### config.mk
export PLATFORM = sky130hd
export DESIGN_NAME = hash_reset_ctrl
export DESIGN_NICKNAME = d
export VERILOG_FILES = /design/src/rtl/hrc_pkg.sv /design/src/rtl/hrc_reset_seq.sv /design/src/rtl/hrc_irq.sv /design/src/rtl/hrc_launch.sv /design/src/rtl/hash_reset_ctrl.sv
export SDC_FILE = /design/constraint.sdc
export NUM_CORES = 1
export LEC_CHECK = 0
export ABC_AREA = 1
export BUFFER_PORTS_ARGS = -buffer_cell sky130_fd_sc_hd__clkbuf_2
export CAP_MARGIN = 40
export CORE_MARGIN = 2
export CORE_UTILIZATION = 60
export DETAILED_ROUTE_END_ITERATION = 7
export HOLD_SLACK_MARGIN = 0.03
export PLACE_DENSITY = 0.86
export SETUP_SLACK_MARGIN = 0.4
export SLEW_MARGIN = 5
export SYNTH_ARGS = -nofsm -noshare
export SYNTH_HDL_FRONTEND = slang
export SYNTH_SLANG_ARGS = --single-unit
### constraint.sdc
create_clock -name clk -period 3.7 [get_ports clk]
set_input_delay 0.74 -clock clk [delete_from_list [all_inputs] [get_ports clk]]
set_output_delay 0.74 -clock clk [all_outputs]
set_load 0.03 [all_outputs]
### src/rtl/hrc_pkg.sv
package hrc_pkg;

    localparam int DATA_W  = 64;
    localparam int A_RSTCMD = 0;
    localparam int A_IENA   = 1;
    localparam int A_ISTAT  = 2;
    localparam int A_DLEN   = 3;
    localparam int A_CTX0   = 4;

    localparam int CB_SOFT  = 0;
    localparam int CB_MINIT = 1;
    localparam int CB_IRST  = 2;

    typedef enum logic [1:0] {
        LVL_NONE   = 2'd0,
        LVL_INTR   = 2'd1,
        LVL_MODULE = 2'd2,
        LVL_SOFT   = 2'd3
    } rst_lvl_e;

    typedef struct packed {
        logic ena;
        logic core;
        logic intr;
    } clr_t;

    function automatic rst_lvl_e decode_lvl(input logic [2:0] cmd);
        if (cmd[CB_SOFT])       return LVL_SOFT;
        else if (cmd[CB_MINIT]) return LVL_MODULE;
        else if (cmd[CB_IRST])  return LVL_INTR;
        else                    return LVL_NONE;
    endfunction

    function automatic clr_t clr_of(input rst_lvl_e lvl);
        clr_t c;
        c.intr = (lvl != LVL_NONE);
        c.core = (lvl == LVL_MODULE) || (lvl == LVL_SOFT);
        c.ena  = (lvl == LVL_SOFT);
        return c;
    endfunction

    function automatic logic [DATA_W-1:0] lvl_readback(input rst_lvl_e lvl);
        logic [DATA_W-1:0] r;
        r = '0;
        case (lvl)
            LVL_SOFT:   r[CB_SOFT]  = 1'b1;
            LVL_MODULE: r[CB_MINIT] = 1'b1;
            LVL_INTR:   r[CB_IRST]  = 1'b1;
            default:    r = '0;
        endcase
        return r;
    endfunction

endpackage

### src/rtl/hrc_reset_seq.sv
module hrc_reset_seq
    import hrc_pkg::*;
#(
    parameter int ADDR_W = 3
) (
    input  logic              clk,
    input  logic              rst,
    input  logic              wr_en,
    input  logic [ADDR_W-1:0] addr,
    input  logic [2:0]        cmd,
    output rst_lvl_e          lvl,
    output clr_t              clr
);

    always_ff @(posedge clk) begin
        if (rst)
            lvl <= LVL_NONE;
        else if (wr_en && (int'(addr) == A_RSTCMD))
            lvl <= decode_lvl(cmd);
        else
            lvl <= LVL_NONE;
    end

    always_comb clr = clr_of(lvl);

endmodule

### src/rtl/hrc_irq.sv
module hrc_irq
    import hrc_pkg::*;
#(
    parameter int ADDR_W = 3
) (
    input  logic              clk,
    input  logic              rst,
    input  clr_t              clr,
    input  logic              wr_en,
    input  logic [ADDR_W-1:0] addr,
    input  logic [1:0]        wena,
    input  logic              eng_done,
    input  logic              eng_err,
    input  logic              conflict,
    output logic [1:0]        iena,
    output logic [1:0]        istat,
    output logic              irq_done,
    output logic              irq_error
);

    always_ff @(posedge clk) begin
        if (rst || clr.ena)
            iena <= '0;
        else if (wr_en && (int'(addr) == A_IENA))
            iena <= wena;
    end

    always_ff @(posedge clk) begin
        if (rst || clr.intr)
            istat <= '0;
        else
            istat <= istat | {eng_err | conflict, eng_done};
    end

    assign irq_done  = istat[0] & iena[0];
    assign irq_error = istat[1] & iena[1];

endmodule

### src/rtl/hrc_launch.sv
module hrc_launch
    import hrc_pkg::*;
#(
    parameter int ADDR_W  = 3,
    parameter int N_CTX   = 4,
    parameter int DSIZE_W = 16
) (
    input  logic                    clk,
    input  logic                    rst,
    input  logic                    clr_core,
    input  logic                    lvl_idle,
    input  logic                    wr_en,
    input  logic [ADDR_W-1:0]       addr,
    input  logic [DATA_W-1:0]       wdata,
    input  logic                    eng_busy,
    output logic [DSIZE_W-1:0]      dlen,
    output logic [N_CTX*DATA_W-1:0] ctx_flat,
    output logic [N_CTX*DATA_W-1:0] ctx_snap,
    output logic                    start_pulse,
    output logic                    conflict
);

    logic wr_dlen, go;

    assign wr_dlen  = wr_en && (int'(addr) == A_DLEN) && lvl_idle;
    assign go       = wr_dlen && !eng_busy;
    assign conflict = wr_dlen && eng_busy;

    always_ff @(posedge clk) begin
        if (rst || clr_core) begin
            dlen        <= '0;
            start_pulse <= 1'b0;
        end else begin
            start_pulse <= go;
            if (wr_en && (int'(addr) == A_DLEN))
                dlen <= wdata[DSIZE_W-1:0];
        end
    end

    for (genvar i = 0; i < N_CTX; i++) begin : g_ctx
        always_ff @(posedge clk) begin
            if (rst || clr_core) begin
                ctx_flat[i*DATA_W +: DATA_W] <= '0;
                ctx_snap[i*DATA_W +: DATA_W] <= '0;
            end else begin
                if (wr_en && (int'(addr) == A_CTX0 + i))
                    ctx_flat[i*DATA_W +: DATA_W] <= wdata;
                if (go)
                    ctx_snap[i*DATA_W +: DATA_W] <= ctx_flat[i*DATA_W +: DATA_W];
            end
        end
    end

endmodule

### src/rtl/hash_reset_ctrl.sv
module hash_reset_ctrl
    import hrc_pkg::*;
#(
    parameter int  N_CTX   = 4,
    parameter int  DSIZE_W = 16,
    localparam int ADDR_W  = $clog2(A_CTX0 + N_CTX)
) (
    input  logic                    clk,
    input  logic                    rst,
    input  logic                    wr_en,
    input  logic [ADDR_W-1:0]       addr,
    input  logic [DATA_W-1:0]       wdata,
    output logic [DATA_W-1:0]       rdata,
    input  logic                    eng_busy,
    input  logic                    eng_done,
    input  logic                    eng_err,
    output logic                    start_pulse,
    output logic [2:0]              clr_grp,
    output logic [N_CTX*DATA_W-1:0] ctx_snap,
    output logic                    irq_done,
    output logic                    irq_error
);

    rst_lvl_e                lvl;
    clr_t                    clr;
    logic [1:0]              iena, istat;
    logic [DSIZE_W-1:0]      dlen;
    logic [N_CTX*DATA_W-1:0] ctx_flat;
    logic                    conflict;

    hrc_reset_seq #(.ADDR_W(ADDR_W)) seq_i (
        .clk(clk), .rst(rst), .wr_en(wr_en), .addr(addr),
        .cmd(wdata[2:0]), .lvl(lvl), .clr(clr)
    );

    hrc_irq #(.ADDR_W(ADDR_W)) irq_i (
        .clk(clk), .rst(rst), .clr(clr), .wr_en(wr_en), .addr(addr),
        .wena(wdata[1:0]), .eng_done(eng_done), .eng_err(eng_err),
        .conflict(conflict), .iena(iena), .istat(istat),
        .irq_done(irq_done), .irq_error(irq_error)
    );

    hrc_launch #(.ADDR_W(ADDR_W), .N_CTX(N_CTX), .DSIZE_W(DSIZE_W)) launch_i (
        .clk(clk), .rst(rst), .clr_core(clr.core), .lvl_idle(lvl == LVL_NONE),
        .wr_en(wr_en), .addr(addr), .wdata(wdata), .eng_busy(eng_busy),
        .dlen(dlen), .ctx_flat(ctx_flat), .ctx_snap(ctx_snap),
        .start_pulse(start_pulse), .conflict(conflict)
    );

    assign clr_grp = clr;

    always_comb begin
        rdata = '0;
        case (int'(addr))
            A_RSTCMD: rdata = lvl_readback(lvl);
            A_IENA:   rdata[1:0] = iena;
            A_ISTAT:  rdata[1:0] = istat;
            A_DLEN:   rdata[DSIZE_W-1:0] = dlen;
            default: begin
                for (int i = 0; i < N_CTX; i++)
                    if (int'(addr) == A_CTX0 + i)
                        rdata = ctx_flat[i*DATA_W +: DATA_W];
            end
        endcase
    end

endmodule

* Yosys cells after proc, flatten, opt, wreduce, memory -nomap -nowiden
Index checks and enable logic that the tools add are counted.
** Word-level totals
- Register bits after elaboration :: 535
- Word-level logic and storage cells :: 65
- Output and inout port bits :: 326
- Bits of input ports :: 73
** Operators by class
- Reduce and logical (&&, ||, !) cells :: 22
- Equal/unequal tests :: 12
- Muxes and demuxes :: 13
- Bitwise logic cells :: 5
** Operators by type and width (count)
- two-way mux 64 bit :: 4
- two-way mux 48 bit :: 1
- case mux 14 bit (3 select lines) :: 1
- == test 3 x 2 -> 1 bit (second input constant) :: 4
- logical AND 1 bit :: 10
- == test 3 bit (second input constant) :: 3
- case mux 2 bit (4 select lines) :: 1
- == test 3 x 1 -> 1 bit (second input constant) :: 2
- logical NOT 3 bit :: 2
- == test 2 bit (second input constant) :: 2
- logical OR 1 bit :: 4
- two-way mux 1 bit :: 4
- two-way mux 2 bit :: 2
- OR reduction 2 bit :: 2
- OR reduction 4 bit :: 1
- AND 1 bit :: 2
- == test 2 x 1 -> 1 bit (second input constant) :: 1
- logical NOT 2 bit :: 1
- bitwise OR 2 bit :: 1
- nonzero test 2 bit :: 1
- logical NOT 1 bit :: 1
- inverter 1 bit :: 1
- bitwise OR 1 bit :: 1

* Longest topological paths before layout
- Depth after elaboration :: 6
- Gate-level depth with buffers :: 9
- Mapped depth without buffers :: 7

* Modules after synthesis
From an unflattened synthesis, not the netlist that was laid out.
** Unflattened totals
- Cell total of the unflattened synthesis :: 4064
- Area, all modules :: 25544.5 µm²
** Modules (own cells, without submodules)
- hrc_launch :: area each 22580.4 µm², cells each 3399, seq. area each 10590.2 µm², times used 1
- hash_reset_ctrl :: area each 2673.8 µm², cells each 622, seq. area each 0.0 µm², times used 1
- hrc_irq :: area each 182.7 µm², cells each 27, seq. area each 80.1 µm², times used 1
- hrc_reset_seq :: area each 107.6 µm², cells each 16, seq. area each 40.0 µm², times used 1

* Least setup slack after synthesis
No wires, ideal clock.
- Path kind :: input port to output port
- From :: input port addr[2]
- To :: output port rdata[16]
- Slack :: 0.832 ns
- Data required time :: 2.960 ns
- Stages on the path :: 6
- Buffers on the path :: 2
- Arrival time :: 2.128 ns
- Cell sequence :: clkbuf_2 > inv_4 > nor2_2 > clkbuf_1 > a21oi_1 > a21oi_1
** Between the ends
- Word-level cells in the longest chain between the ends :: 6
- Elaborated cells between the ends (all ways) :: 14
- Classes of those cells :: eq/ne (7); mux (5); reduce/logical (2)
** Ends and longest elaborated chain
- start, declared :: line hash_reset_ctrl.sv:11 : input logic [ADDR_W-1:0] addr,
- == test 3 bit :: line hash_reset_ctrl.sv:61 : if (int'(addr) == A_CTX0 + i)
- two-way mux 64 bit (4 in a row) :: line hash_reset_ctrl.sv:61
- two-way mux 48 bit (*)
- end, declared :: line hash_reset_ctrl.sv:13 : output logic [DATA_W-1:0] rdata,
Every way passes the cells marked *; elsewhere a longest branch is shown, timed or not.

* Worst setup path after layout
- From :: input port addr[2]
- To :: output port rdata[62]
Same word-level chain as after synthesis.

==> out/summary.txt <==
H-tree depth - 2
CTS Hold Bufs - 0
Syn_area_per_cell - 6.63 µm²
Final non-filler cell area - 0.0261 mm²
Ys async rst share - 0
Fin crit period - 3.03 ns
Synthesized area - 0.0222 mm²
WL/cell - 15.9 µm
Setup Skew - 0.0112 ns
Root Buffer - clkbuf_16
Vias in the first global route - 20,100
Peak VDD IR - 412 µV
Total power - 12.6 mW
Post-synthesis cell count - 3,355
Number of flops mapped to enable cells by yosys - 0
Final setup viols - 0
Final WL - 65.8 mm
# DRC - 0
Initial drt markers - 2,084
Fin util - 0.715
Most numerous cell in the Yosys netlist - nand2_1
Synth area leader - dfxtp_1
Register area share after synthesis - 0.482
Area after DPL - 0.0243 mm²
Die height - 197 µm
Post-cts resize count - 0
Flop2flop setup slack - 1.71 ns
I/O pin count - 399
Fillcell total - 2,970
Max_cap viols - 0
Worst Path Max Fanout - 68
Crit Path Class - in -> out
Total track usage - 0.333
CP endpoint kind - primary output
Num CTS Buffers - 53
Commonest cells in the netlist - nand2_1 (1,086), nor2_1 (707), dfxtp_1 (535), inv_1 (323), a21oi_1 (321)
CTS tree - yes
Fin Setup TNS - 0 ns
Dominant synthesized flop cell - dfxtp_1
CTS sink count - 535
Area contributors post-synth - dfxtp_1 (48%), nand2_1 (18%), nor2_1 (12%)
Final HPWL DP - 41.3 mm
Leakage - 13.4 nW
Critical R2R Launch - seq_i.lvl[1]
Post-synth top area share - 0.482
Yosys warns - 0
Final Max Tran Viols - 0
# nets final - 3,707
Worst-Margin Slew - 1.11 ns
Synth-to-Final Area Change - 17.4%
First-pass GRT wire length - 104 mm
Die width - 197 µm
Final hold violation count - 0
Synthesized Nets - 3,428
ANT nets after route - 0
Routability Congestion - 0.876
Pin count of the biggest net entering global routing - 196
Via count - 21,700
I/O Buffers - 398
Slew headroom - 0.259
Worst Setup SP - addr[2]
Starting density of the core - 0.609
Fin crit share - 0.819
FMAX - 330 MHz
Share of layout cells above drive strength 1 - 0.146
RSZ-0062 raised after global routing - no
Row Count - 70
Flip-flop and latch count after synthesis - 535
Worst setup SP type - input pin
# Post-CTS Setup Buffers - 0
Core ar. - 0.0365 mm²
Clock latency on the worst-skew pair - 0.60 ns
Drt pass-1 iters - 5
Yosys cell types - 22
Status - finished clean
GR Overflow Total - 0
Hold Crit Class - in -> reg
CP arrival - 2.29 ns
Power per Cell Area - 482 mW/mm²
Initial antenna violation count - 1
Vias per cell - 5.24
Die area - 0.0386 mm²
Maximum clock path buffer count - 3
HP Start - eng_done
Worst endpoint required time - 2.96 ns
Worst-path clk slew - 0.06 ns
==> per-layer routing <==
metal	share of wire	global-route usage	wire length, µm	up-vias
met2	0.45	0.534	29800	1082
met1	0.40	0.426	26600	9759
li1	-	-	-	10700
met4	0.047	0.175	3080	0
met5	0	0	0	-
met3	0.097	0.0662	6350	185
==> layout by cell type (no fill, tap or decap) <==
| master | synthesis | final |
|---|---|---|
| nand2_1 | 1086 | 1082 |
| nor2_1 | 707 | 706 |
| dfxtp_1 | 535 | 535 |
| clkbuf_2 | 1 | 397 |
| inv_1 | 323 | 323 |
| a21oi_1 | 321 | 321 |
| nand3_1 | 72 | 72 |
| o21ai_0 | 67 | 67 |
| clkbuf_16 | 0 | 55 |
| buf_4 | 1 | 20 |
| buf_12 | 0 | 17 |
| clkbuf_8 | 0 | 16 |
| a22oi_1 | 12 | 12 |
| clkinv_2 | 0 | 9 |
| clkbuf_1 | 100 | 9 |
| nor2_4 | 3 | 6 |
| nand2_2 | 2 | 6 |
| o21ai_1 | 5 | 5 |
| bufinv_16 | 0 | 5 |
| nand4_1 | 4 | 4 |
| inv_2 | 4 | 3 |
| diode_2 | 0 | 2 |
| inv_6 | 0 | 2 |
| inv_4 | 1 | 1 |
| nor3_1 | 1 | 1 |
==> area by class of cell <==
class                      instances  area (µm²)  area share
antenna                            2        5.00    0.000192
clock buffer                      80        1630      0.0624
clock inverter                    15         204     0.00781
inverter                         328        1240      0.0474
multi-input combinational       2282        9260       0.355
sequential                       535       10700       0.410
tap                              468         586      0.0224
timing repair buffer             434        2480      0.0949
==> through the flow <==
stage          hold WS [ns]  instances  worst slack (ns)
2_1_floorplan         0.425       3355             0.832
6_report              0.391       4144             0.671
3_3_place_gp          0.454       4046             0.799
3_5_place_dp          0.439       4047             0.775
5_1_grt               0.409       4143             0.623
4_1_cts               0.376       4142             0.718
==> report_power, final <==
part	switching (mW)	internal, mW	total [mW]
Sequential	0.106	5.90	6.00
Clock	2.25	3.37	5.62
Combinational	0.715	0.257	0.971
==> path summary, 6_finish.rpt <==
check | endpoint | depth (start not counted)
max reg2reg | launch_i.ctx_flat[218] | 4
min | irq_i.istat[0] | 3
max | rdata[62] | 9
min reg2reg | launch_i.dlen[0] | 2
==> cells by family after synthesis <==
kind of cell / share of synthesized area
and+or+nand+nor: 0.323
DFF: 0.482
AOI/OAI and AO/OA: 0.0925
buffers and inverters: 0.103
==> flip-flops by register name, summed over array words and instances, names as in the netlist <==
name	count
irq_i.iena	2
irq_i.istat	2
launch_i.ctx_flat	256
launch_i.ctx_snap	256
launch_i.dlen	16
launch_i.start_pulse	1
seq_i.lvl	2
==> critical path, stage by stage <==
cell      delay, ns
clkbuf_2       0.20
inv_4          0.12
nor2_4         0.19
buf_12         0.32
nand2_1        0.09
nand2_1        0.07
inv_1          0.04
a21oi_1        0.23
clkbuf_2       0.26
No activity file was read; power rests on OpenSTA's default activity.
